<file path="src/rtl/dct_pkg.sv">
// Shared encodings for the dual-compare timer: register addresses,
// operating modes and the per-compare action mask layout.
package dct_pkg;
    localparam logic [2:0] ADR_CTRL = 3'd0;
    localparam logic [2:0] ADR_CMP1 = 3'd1;
    localparam logic [2:0] ADR_CMP2 = 3'd2;
    localparam logic [2:0] ADR_MASK = 3'd3;
    localparam logic [2:0] ADR_CAPT = 3'd4;
    localparam logic [2:0] ADR_CNT  = 3'd5;
    localparam logic [2:0] ADR_STAT = 3'd6;

    typedef enum logic [2:0] {
        MODE_FREE = 3'd0,
        MODE_TRIG = 3'd1,
        MODE_CAPT = 3'd2,
        MODE_RCAP = 3'd3,
        MODE_FSK  = 3'd4
    } mode_e;

    // One nibble of the MASK register, MSB first.
    typedef struct packed {
        logic halt;
        logic irq;
        logic tog;
        logic rst;
    } act_mask_t;
endpackage

</file>
<file path="src/rtl/dct_edge.sv">
// Edge detector for the external input.
// Assumes ext_in is asynchronous. It passes through SYNC_STAGES flops and
// one history flop, so the selected edge reaches the core on the third
// rising edge after the change (with the default of two stages).
module dct_edge #(
    parameter int SYNC_STAGES = 2
) (
    input  logic       clk,
    input  logic       rst_n,
    input  logic       ext_in,
    input  logic [1:0] sel,
    output logic       edge_hit
);
    logic [SYNC_STAGES:0] chain;

    // Shift the input through the synchronizer and history stages.
    always_ff @(posedge clk) begin
        if (!rst_n) chain <= '0;
        else        chain <= {chain[SYNC_STAGES-1:0], ext_in};
    end

    // Compare the newest synchronized sample with the one before it.
    always_comb begin
        edge_hit = (sel[0] &  chain[SYNC_STAGES-1] & ~chain[SYNC_STAGES])
                 | (sel[1] & ~chain[SYNC_STAGES-1] &  chain[SYNC_STAGES]);
    end
endmodule

</file>
<file path="src/rtl/dct_regs.sv">
// Register port for the dual-compare timer.
// Holds control, compare and mask registers and decodes the start/stop
// strobes. On a CTRL write the mode, edge select and start-toggle fields
// are passed straight from wdata, so the core acts on the new values at
// the same edge. Assumes W >= 8.
module dct_regs
    import dct_pkg::*;
#(
    parameter int W = 8
) (
    input  logic         clk,
    input  logic         rst_n,
    input  logic         wr_en,
    input  logic         rd_en,
    input  logic [2:0]   addr,
    input  logic [W-1:0] wdata,
    output logic [W-1:0] rdata,
    input  logic [W-1:0] capt,
    input  logic [W-1:0] cnt,
    input  logic [2:0]   status,
    output mode_e        mode,
    output logic [1:0]   edge_sel,
    output logic         tas,
    output logic [W-1:0] cmp1,
    output logic [W-1:0] cmp2,
    output act_mask_t    mask1,
    output act_mask_t    mask2,
    output logic         start_p,
    output logic         stop_p,
    output logic         stat_clr
);
    logic [7:0] ctrl_q;
    logic [7:0] mask_q;
    logic       ctrl_wr;

    assign ctrl_wr  = wr_en && (addr == ADR_CTRL);
    assign start_p  = ctrl_wr &&  wdata[5];
    assign stop_p   = ctrl_wr && !wdata[5];
    assign stat_clr = rd_en && (addr == ADR_STAT);

    // Store the writable registers.
    always_ff @(posedge clk) begin
        if (!rst_n) begin
            ctrl_q <= '0;
            mask_q <= '0;
            cmp1   <= '0;
            cmp2   <= '0;
        end else if (wr_en) begin
            case (addr)
                ADR_CTRL: ctrl_q <= wdata[7:0];
                ADR_CMP1: cmp1   <= wdata;
                ADR_CMP2: cmp2   <= wdata;
                ADR_MASK: mask_q <= wdata[7:0];
                default:  ;
            endcase
        end
    end

    // Use the write data during a CTRL write, the stored fields otherwise.
    always_comb begin
        logic [7:0] c;
        c        = ctrl_wr ? wdata[7:0] : ctrl_q;
        mode     = mode_e'(c[2:0]);
        edge_sel = c[4:3];
        tas      = c[6];
        mask1    = act_mask_t'(mask_q[3:0]);
        mask2    = act_mask_t'(mask_q[7:4]);
    end

    // Read multiplexer.
    always_comb begin
        case (addr)
            ADR_CTRL: rdata = W'(ctrl_q);
            ADR_CMP1: rdata = cmp1;
            ADR_CMP2: rdata = cmp2;
            ADR_MASK: rdata = W'(mask_q);
            ADR_CAPT: rdata = capt;
            ADR_CNT:  rdata = cnt;
            ADR_STAT: rdata = W'(status);
            default:  rdata = '0;
        endcase
    end
endmodule

</file>
<file path="src/rtl/dct_core.sv">
// Counter core of the dual-compare timer.
// Selects the active compare value (alternating, or from ser_bit in FSK
// mode), applies that compare's action mask on a match, and handles the
// trigger, capture and reset-capture uses of the edge input.
// Assumes start_p and stop_p are never high together.
module dct_core
    import dct_pkg::*;
#(
    parameter int W = 8
) (
    input  logic         clk,
    input  logic         rst_n,
    input  logic         clk_en,
    input  logic         ser_bit,
    input  logic         edge_hit,
    input  mode_e        mode,
    input  logic         tas,
    input  logic [W-1:0] cmp1,
    input  logic [W-1:0] cmp2,
    input  act_mask_t    mask1,
    input  act_mask_t    mask2,
    input  logic         start_p,
    input  logic         stop_p,
    input  logic         stat_clr,
    output logic [W-1:0] cnt,
    output logic [W-1:0] capt,
    output logic [2:0]   status,
    output logic         tog_out,
    output logic         irq
);
    logic       running;
    logic       armed;
    logic       use2_ptr;
    logic       use2;
    logic [W-1:0] cmp_act;
    act_mask_t  act;
    logic       hit_q;
    logic       cap_evt;
    logic       rcap_evt;
    logic [1:0] last_hit;
    logic       edge_seen;

    // Pick the active compare value and its action mask.
    always_comb begin
        use2    = (mode == MODE_FSK) ? ser_bit : use2_ptr;
        cmp_act = use2 ? cmp2 : cmp1;
        act     = use2 ? mask2 : mask1;
        hit_q   = running && clk_en && (cnt == cmp_act) && !start_p;
        cap_evt = edge_hit && ((mode == MODE_CAPT) || (mode == MODE_RCAP));
        rcap_evt = edge_hit && (mode == MODE_RCAP);
    end

    // Counter value with start, reset-capture and match priority.
    always_ff @(posedge clk) begin
        if (!rst_n)                cnt <= '0;
        else if (start_p)          cnt <= '0;
        else if (rcap_evt)         cnt <= '0;
        else if (hit_q && act.rst) cnt <= '0;
        else if (hit_q && act.halt) cnt <= cnt;
        else if (running && clk_en) cnt <= cnt + 1'b1;
    end

    // Run and trigger-arm state.
    always_ff @(posedge clk) begin
        if (!rst_n) begin
            running <= 1'b0;
            armed   <= 1'b0;
        end else if (start_p) begin
            running <= (mode != MODE_TRIG);
            armed   <= (mode == MODE_TRIG);
        end else if (stop_p) begin
            running <= 1'b0;
            armed   <= 1'b0;
        end else if (armed && edge_hit) begin
            running <= 1'b1;
            armed   <= 1'b0;
        end else if (hit_q && act.halt) begin
            running <= 1'b0;
        end
    end

    // Alternation pointer: cleared by start, flipped by each non-FSK match.
    always_ff @(posedge clk) begin
        if (!rst_n || start_p)                use2_ptr <= 1'b0;
        else if (hit_q && mode != MODE_FSK)   use2_ptr <= ~use2_ptr;
    end

    // Output toggle flip-flop and interrupt pulse.
    always_ff @(posedge clk) begin
        if (!rst_n) begin
            tog_out <= 1'b0;
            irq     <= 1'b0;
        end else begin
            if (start_p ? tas : (hit_q && act.tog)) tog_out <= ~tog_out;
            irq <= hit_q && act.irq;
        end
    end

    // Capture register.
    always_ff @(posedge clk) begin
        if (!rst_n)       capt <= '0;
        else if (cap_evt) capt <= cnt;
    end

    // Status flags: set by events, cleared by a status read.
    always_ff @(posedge clk) begin
        if (!rst_n) begin
            last_hit  <= 2'b00;
            edge_seen <= 1'b0;
        end else begin
            if (hit_q)         last_hit <= {use2, ~use2};
            else if (stat_clr) last_hit <= 2'b00;
            if (edge_hit)      edge_seen <= 1'b1;
            else if (stat_clr) edge_seen <= 1'b0;
        end
    end

    assign status = {edge_seen, last_hit};

    AST_START_CLEARS: assert property (@(posedge clk) disable iff (!rst_n)
        start_p |=> (cnt == '0));
    AST_RESET_MASK: assert property (@(posedge clk) disable iff (!rst_n)
        (hit_q && act.rst) |=> (cnt == '0));
    AST_HALT_STOPS: assert property (@(posedge clk) disable iff (!rst_n)
        (hit_q && act.halt) |=> !running);
    AST_IDLE_HOLD: assert property (@(posedge clk) disable iff (!rst_n)
        (!clk_en && !start_p && !rcap_evt) |=> $stable(cnt));
    AST_ARMED_ZERO: assert property (@(posedge clk) disable iff (!rst_n)
        armed |-> (cnt == '0));
    AST_LAST_ONEHOT: assert property (@(posedge clk) disable iff (!rst_n)
        $onehot0(last_hit));
endmodule

</file>
<file path="src/rtl/dct_timer.sv">
// Dual-compare interval timer with capture and FSK output: top level.
// Connects the edge detector, the register port and the counter core.
// Assumes a single clock domain apart from ext_in, and W >= 8.
module dct_timer
    import dct_pkg::*;
#(
    parameter int W           = 8,
    parameter int SYNC_STAGES = 2
) (
    input  logic         clk,
    input  logic         rst_n,
    input  logic         clk_en,
    input  logic         ext_in,
    input  logic         ser_bit,
    input  logic         wr_en,
    input  logic         rd_en,
    input  logic [2:0]   addr,
    input  logic [W-1:0] wdata,
    output logic [W-1:0] rdata,
    output logic         tog_out,
    output logic         irq
);
    mode_e        mode;
    logic [1:0]   edge_sel;
    logic         tas;
    logic [W-1:0] cmp1, cmp2, cnt, capt;
    act_mask_t    mask1, mask2;
    logic         start_p, stop_p, stat_clr, edge_hit;
    logic [2:0]   status;

    dct_edge #(.SYNC_STAGES(SYNC_STAGES)) u_edge (
        .clk(clk), .rst_n(rst_n), .ext_in(ext_in), .sel(edge_sel),
        .edge_hit(edge_hit)
    );

    dct_regs #(.W(W)) u_regs (
        .clk(clk), .rst_n(rst_n), .wr_en(wr_en), .rd_en(rd_en),
        .addr(addr), .wdata(wdata), .rdata(rdata), .capt(capt), .cnt(cnt),
        .status(status), .mode(mode), .edge_sel(edge_sel), .tas(tas),
        .cmp1(cmp1), .cmp2(cmp2), .mask1(mask1), .mask2(mask2),
        .start_p(start_p), .stop_p(stop_p), .stat_clr(stat_clr)
    );

    dct_core #(.W(W)) u_core (
        .clk(clk), .rst_n(rst_n), .clk_en(clk_en), .ser_bit(ser_bit),
        .edge_hit(edge_hit), .mode(mode), .tas(tas), .cmp1(cmp1),
        .cmp2(cmp2), .mask1(mask1), .mask2(mask2), .start_p(start_p),
        .stop_p(stop_p), .stat_clr(stat_clr), .cnt(cnt), .capt(capt),
        .status(status), .tog_out(tog_out), .irq(irq)
    );
endmodule

</file>
<file path="config.mk">
export PLATFORM = sky130hd
export DESIGN_NAME = dct_timer
export DESIGN_NICKNAME = d
export VERILOG_FILES = /design/src/rtl/dct_pkg.sv /design/src/rtl/dct_edge.sv /design/src/rtl/dct_regs.sv /design/src/rtl/dct_core.sv /design/src/rtl/dct_timer.sv
export SDC_FILE = /design/constraint.sdc
export NUM_CORES = 1
export LEC_CHECK = 0
export ABC_AREA = 1
export ABC_CLOCK_PERIOD_IN_PS = 3300
export BUFFER_PORTS_ARGS = -buffer_cell sky130_fd_sc_hd__buf_2
export CAP_MARGIN = 40
export CORE_MARGIN = 5
export CORE_UTILIZATION = 24
export DETAILED_ROUTE_END_ITERATION = 8
export PLACE_DENSITY = 0.51
export SYNTH_ARGS = -nofsm -noshare
export SYNTH_HDL_FRONTEND = slang
export SYNTH_HIERARCHICAL = 1
export SYNTH_SLANG_ARGS = --single-unit
</file>
<file path="constraint.sdc">
create_clock -name clk -period 3.3 [get_ports clk]
set_input_delay 0 -clock clk [delete_from_list [all_inputs] [get_ports clk]]
set_output_delay 0 -clock clk [all_outputs]
set_load 0.02 [all_outputs]
</file>
* Yosys cells after proc, flatten, opt, wreduce, memory -nomap -nowiden
Index checks and enable logic that the tools add are counted.
Widths: inputs -> output; s select.
** Storage, ports and cells
- Flip-flop bits (word level) :: 59
- Logic and storage cells :: 88
- Bits of input ports :: 18
** Operators by class
- Eq/ne operators :: 13
- Bitwise operators :: 12
- Mux-type cells :: 17
- Reduce and logical (&&, ||, !) cells :: 31
- Add/subtract/negate cells :: 1
** Operators with widths (number)
- $pmux 8 s7 :: 1
- $logic_and 1x1->1 :: 15
- $eq 3x2->1 const B :: 4
- $eq 3x3->1 const B :: 4
- $mux 1 :: 11
- $reduce_and 2->1 :: 5
- $add 8x1->8 const B :: 1
- $eq 8x8->1 :: 1
- $mux 8 :: 1
- $mux 7 :: 1
- $not 1->1 :: 7
- $eq 3x1->1 const B :: 2
- $and 1x1->1 :: 4
- $mux 2 :: 2
- $mux 4 :: 1
- $reduce_bool 2->1 :: 2
- $reduce_bool 4->1 :: 1
- $reduce_or 4->1 :: 1
- $logic_not 1->1 :: 3
- $logic_not 3->1 :: 1
- $ne 3x1->1 const B :: 1
- $ne 3x3->1 const B :: 1
- $reduce_bool 3->1 :: 1
- $logic_or 1x1->1 :: 2
- $or 1x1->1 :: 1

* Logic depth before layout (Yosys ltp)
- Depth in word-level cells :: 14
- Mapped depth :: 23

* By module
Netlist, hierarchy kept.
** Modules (own cells, without submodules)
- dct_regs :: sequential area each 640.6 um^2, area an instance 1966.9 um^2, times used 1, cells each 315
- dct_core :: sequential area each 480.5 um^2, area an instance 1549.0 um^2, times used 1, cells each 243
- dct_edge :: sequential area each 60.1 um^2, area an instance 103.8 um^2, times used 1, cells each 14

* Worst setup path after synthesis
OpenSTA, ideal clock, no wires.
- Path kind :: in2reg
- Start point :: in addr[1]
- End point :: reg u_core.use2_ptr
- Data required time :: 3.187 ns
- Cell stages on the path :: 21
- Buffers on the path :: 3
- Setup slack :: 1.092 ns
- Arrival time :: 2.096 ns
- Cells stage by stage :: buf_6 nor2_8 buf_2 nand4_1 nand2_1 inv_1 nor2_4 nand3_2 nand2_4 buf_6 nand2_1 nand3_1 nand2_1 nor2_1 nand2_2 nor2_8 nand2_1 a21oi_1 nand2_1 nand2_1 nor2_1
** Between the ends
- Cells in the longest elaborated chain, start to end :: 10
- Elaborated cells between the ends (all ways) :: 14
- Classes of those cells :: eq/ne (3); mux (3); reduce/logical (8)
** RTL lines
- start: declaration :: RTL line dct_timer.sv:17 : input logic [2:0] addr,
- $logic_not 3->1 (*) :: RTL line dct_regs.sv:36 : assign ctrl_wr = wr_en && (addr == ADR_CTRL);
- $logic_and 1x1->1 (*) :: RTL line dct_regs.sv:36
- $mux 7 (*) :: RTL line dct_regs.sv:62 : c = ctrl_wr ? wdata[7:0] : ctrl_q;
- via mode[1] :: RTL line dct_timer.sv:23 : mode_e mode;
- $eq 3x3->1 :: RTL line dct_core.sv:45 : use2 = (mode == MODE_FSK) ? ser_bit : use2_ptr;
- $mux 1 :: RTL line dct_core.sv:45
- $mux 8 :: RTL line dct_core.sv:46 : cmp_act = use2 ? cmp2 : cmp1;
- $eq 8x8->1 :: RTL line dct_core.sv:48 : hit_q = running && clk_en && (cnt == cmp_act) && !start_p;
- $logic_and 1x1->1 (2 in a row) :: RTL line dct_core.sv:48
- $logic_and 1x1->1 (*) :: RTL line dct_core.sv:85 : else if (hit_q && mode != MODE_FSK) use2_ptr <= ~use2_ptr;
- end signal: assignment :: RTL line dct_core.sv:85
- end: declaration :: RTL line dct_core.sv:33 : logic use2_ptr;
The timed path passes the listed nets; every way through them passes the cells marked *.
A chain may end at the register's enable or synchronous reset.

* Worst setup path in the final report
- Start point :: in wdata[1]
- End point :: reg u_core.cnt[5]
** Between the ends
- Cells in the longest elaborated chain, start to end :: 10
- Elaborated cells between the ends (all ways) :: 15
- Classes of those cells :: eq/ne (3); mux (4); bitwise (1); reduce/logical (7)
** RTL lines
- start: declaration :: RTL line dct_timer.sv:18 : input logic [W-1:0] wdata,
- $mux 7 (*) :: RTL line dct_regs.sv:62
- via mode[1] :: RTL line dct_timer.sv:23
- $eq 3x3->1 :: RTL line dct_core.sv:45
- $mux 1 :: RTL line dct_core.sv:45
- $mux 8 :: RTL line dct_core.sv:46
- $eq 8x8->1 :: RTL line dct_core.sv:48
- $logic_and 1x1->1 (2 in a row) :: RTL line dct_core.sv:48
- $logic_and 1x1->1 :: RTL line dct_core.sv:59 : else if (hit_q && act.halt) cnt <= cnt;
- $not 1->1 (no line)
- $reduce_and 2->1 (no line)
- end signal: assignment :: RTL line dct_core.sv:59
- end signal: assignment :: RTL line dct_core.sv:60 : else if (running && clk_en) cnt <= cnt + 1'b1;
- end: declaration :: RTL line dct_core.sv:25 : output logic [W-1:0] cnt,
Marked as above.

==> run summary <==
The wire-length estimate of the detail-placed layout is 8789 um. In the routed design, unresolved DRC markers number 0. The die covers 17640 sq um.

The tools report the maximum clock rate as 368.7 MHz. The final-report hold violation count is 0. The pin count of the biggest net entering global routing is 32. 28 I/O pins were placed.

The logs give 14640 sq um for the core area and 0 for the count of final max-slew check failures. Summed over all failing endpoints, the final setup total negative slack is 0 ns. Summing every instance area after synthesis gives 3620 sq um. The flow ran to the end, and the final reports show no timing, DRC or antenna violations.

The endpoint identified for the worst register-to-register timing path is u_core/cnt[5]. Synthesis inferred 59 register bits. STA puts the critical path data arrival time at 2.99 ns.

The floorplan die height was 132.8 um. Setup violations remaining at the end of the flow were counted as 0. Once the floorplan was initialized, standard cells occupied 24.72% of the core. The run gives 3525 as the via count of the first global-routing pass. The signal on the critical path passes through dlygate4sd3_1 > buf_2 > inv_1 > nand4_1 > nand2_1 > inv_1 > nor2_4 > nand3_2 > nand2_4 > nand2_1 > nand3_1 > nand2_1 > nor2_1 > nand2_2 > nor2_8 > nand3_4 > nand2_4 > nand2_1 > nand2_1 > nand2_1 > inv_1. Leading cell type in the layout, fill and taps excluded: sky130_fd_sc_hd__nand2_1.

After floorplanning, the core was divided into 44 placement rows. Dividing the synthesized area by the synthesized cell count gives 6.328 sq um. The tools report the total congestion overflow as 0.

The static leakage was 2.018 nW. The tightest min-delay check is of the input pin to flip-flop type. For the final antenna-violating net count, the log shows 0. Power spread over the standard cell area amounts to 455.0 nW/um^2. The clock transition at the registers of the reported paths is 0.05 ns, and the H-tree depth reported by CTS is 3.

The worst hold path passes through 3 cells. Clock skew on the completed layout was measured at 0.008095 ns. TritonCTS created 9 clock buffers. Headroom to the max-slew limit came out at 68.09%.

The share of flip-flops with an asynchronous set or reset after synthesis works out to 0%. The multi-input combinational cells in the finished layout cover a total of 1971 sq um. The endpoint with the worst hold slack was u_regs/ctrl_q[7]. The critical path's largest stage delay came out at 0.53 ns. The global-route wire length before repair is 19200 um, and the number of port buffers is 27. Dividing the detail-routed wire length by the instance count gives 14.83 um. TritonCTS built the clock tree.

Across the run, the number of max-cap violations was 0. The clock passes through at most 2 buffers. The tools report the endpoint kind of the worst setup timing path as a flip-flop. After layout, the minimum clock period comes to 2.712 ns. The startpoint identified for the worst register-to-register timing path is u_regs/ctrl_q[1]. The pre-antenna-repair detailed-routing pass consisted of 5 iterations. At the pin with the least slew margin, the transition time is 0.4781 ns. The run gives 13.82% as the overall track demand over capacity in global routing. Leaving out fill and tap cells, the most frequent cells in the layout are 149 x sky130_fd_sc_hd__nand2_1, 79 x sky130_fd_sc_hd__nand3_1, 78 x sky130_fd_sc_hd__inv_1, 65 x sky130_fd_sc_hd__nor2_1, 59 x sky130_fd_sc_hd__dfxtp_1. The worst setup path is launched from an input pin.

Summing the sequential cell areas from Yosys gives 32.63% of the chip area. CTS saw 59 sinks. The post-route netlist has 11.94% of its cells at a drive strength greater than 1. Of the available clock period, the critical path in the final layout requires 82.19%.

The final net count was 617; the number of cells on the worst reg-to-reg path was 19. The most frequently used flop master after synthesis was sky130_fd_sc_hd__dfxtp_1. The gate count of the mapped netlist is 572, and the total area of sequential cells is 1181 sq um.

The logs give 6 for the Yosys warning count and 0.1706 mV for the worst-case vdd ir drop. After global routing, the most crowded layer is met2. The number of distinct library cell variants in the gate-level netlist after synthesis is 30. The final layout contains routed wiring with a total length of 11670 um.

The critical-path maximum fanout is 14, and the count of fill cells added during filler insertion is 1644. The detailed router placed 3728 vias in this run. Compared with the post-synthesis result, the final layout area differs by 17.97%.

The number of flops mapped to enable cells by yosys is 0, and the source-to-sink clock delay at the later pin of the worst-skew pair is 0.34 ns. The clock tree root buffer cell is sky130_fd_sc_hd__clkbuf_16. The kind of critical path is input pin to flip-flop. In this run the most critical hold path is launched from wr_en. The first-iteration detailed-routing DRC count is 373, and the required time reported for the critical path endpoint is 3.58 ns. For this run, global-route usage on met1 was measured as 18.97%. By instance count, the cell type seen most on the critical path is sky130_fd_sc_hd__nand2_1. The slowest stage of the critical path is the sky130_fd_sc_hd__dlygate4sd3_1 cell. Dividing the detail-routed via count by the number of cells gives 4.737. The number of gates resized after CTS was 0. In the global route stage, met2 resource usage came out at 21.19%. The setup check on the worst reg-to-reg path leaves a slack of 0.80 ns.

Initial antenna violation count: 0. The congestion estimate from routability-driven global placement came to 0.8923. Setup repair after global routing left no endpoint under its margin. The repair_antennas step left the layout with diodes totalling 0. The utilization of the core after routing is 29.16%, and the met3 global-route usage is 2.468%. The overall die width works out to 132.8 um. Synthesis produced a netlist with a net count of 591. After clock tree synthesis, the setup repair step added 0 buffers.
## metrics by stage
stage	instances	setup WS, ns	area [sq um]	total power [W]	hold WS (ns)
6_report	787	0.5877	4270	0.001943	0.03936
5_1_grt	787	0.2765	4270	0.002020	0.06698
4_1_cts	787	0.6647	4270	0.001955	0.02960
3_5_place_dp	762	0.3879	3862	0.0009408	0.1834
3_3_place_gp	762	0.4145	3862	0.0009394	0.1827
2_1_floorplan	572	1.092	3620	0.0008938	0.09345
## per-layer routing
| layer | share of wire, % | vias to the layer above |
|---|---|---|
| met5 | 0 | - |
| met4 | 2.4 | 0 |
| met3 | 6.2 | 21 |
| met2 | 44 | 122 |
| met1 | 47 | 1698 |
| li1 | - | 1887 |
## kinds of logic after synthesis
| logic type | count (synthesis) | share of synthesized area (%) |
|---|---|---|
| simple gates | 359 | 47.04 |
| buf+inv | 108 | 12.93 |
| flops | 59 | 32.63 |
| compound gates | 39 | 5.600 |
| xor+xnor | 6 | 1.452 |
| fa+ha+maj | 1 | 0.3456 |
## power by group
part           total, W  switching [W]  internal, W
Combinational  0.000194       0.000137    0.0000574
Clock           0.00101       0.000348     0.000658
Sequential     0.000742      0.0000143     0.000728
Total           0.00194       0.000499      0.00144
## registers in the layout (all words and copies together), names as in the netlist, 2 cells and up
register	flops
u_regs/ctrl_q	8
u_core/cnt	8
u_core/capt	8
u_regs/cmp1	8
u_core/last_hit	2
u_regs/cmp2	8
u_regs/mask_q	8
u_edge/chain	3
## final cells by class
cell class | count | share of cell area [%]
multi-input combinational | 405 | 46.15
sequential | 59 | 27.66
inverter | 82 | 7.208
timing repair buffer | 41 | 6.153
tap | 184 | 5.391
clock buffer | 9 | 5.274
clock inverter | 7 | 2.168
## cell usage after synthesis (4+ instances only)
library cell | number | area share, %
sky130_fd_sc_hd__nand3_1 | 79 | 11
sky130_fd_sc_hd__a21oi_1 | 24 | 3.3
sky130_fd_sc_hd__nand4_1 | 40 | 6.9
sky130_fd_sc_hd__o21ai_0 | 11 | 1.5
sky130_fd_sc_hd__buf_2 | 11 | 1.5
sky130_fd_sc_hd__inv_1 | 78 | 8.1
sky130_fd_sc_hd__nand2_1 | 149 | 15
sky130_fd_sc_hd__nand2_4 | 4 | 1.2
sky130_fd_sc_hd__dfxtp_1 | 59 | 33
sky130_fd_sc_hd__nor2_1 | 65 | 6.7
sky130_fd_sc_hd__nor2_4 | 5 | 1.6
sky130_fd_sc_hd__xor2_1 | 6 | 1.5
sky130_fd_sc_hd__clkbuf_1 | 4 | 0.41
sky130_fd_sc_hd__buf_6 | 5 | 1.6
## worst max-delay path by stage
stage / end / cells past startpoint / from / slack [ns]
after global routing: u_core/cnt[3] / 21 / wdata[1] / 0.28
final: u_core/cnt[5] / 21 / wdata[1] / 0.59
after detailed placement: u_core/cnt[6] / 20 / addr[0] / 0.39
after global placement: u_core/cnt[1] / 20 / addr[1] / 0.41
after CTS: u_core/cnt[6] / 21 / wdata[1] / 0.66
after floorplan: u_core/use2_ptr / 21 / addr[1] / 1.09
## what timing repair did
item / in CTS / in global routing
hold buffers: 9 / 0
setup endpoints to repair: 0 / 0
hold endpoints to repair: 10 / 0
## worst max-delay path, delay by kind of cell
family | cells | cell delay (ns)
and+or+nand+nor | 16 | 2.04
buffers and inverters | 5 | 0.92
(Power assumes the default switching activity.)
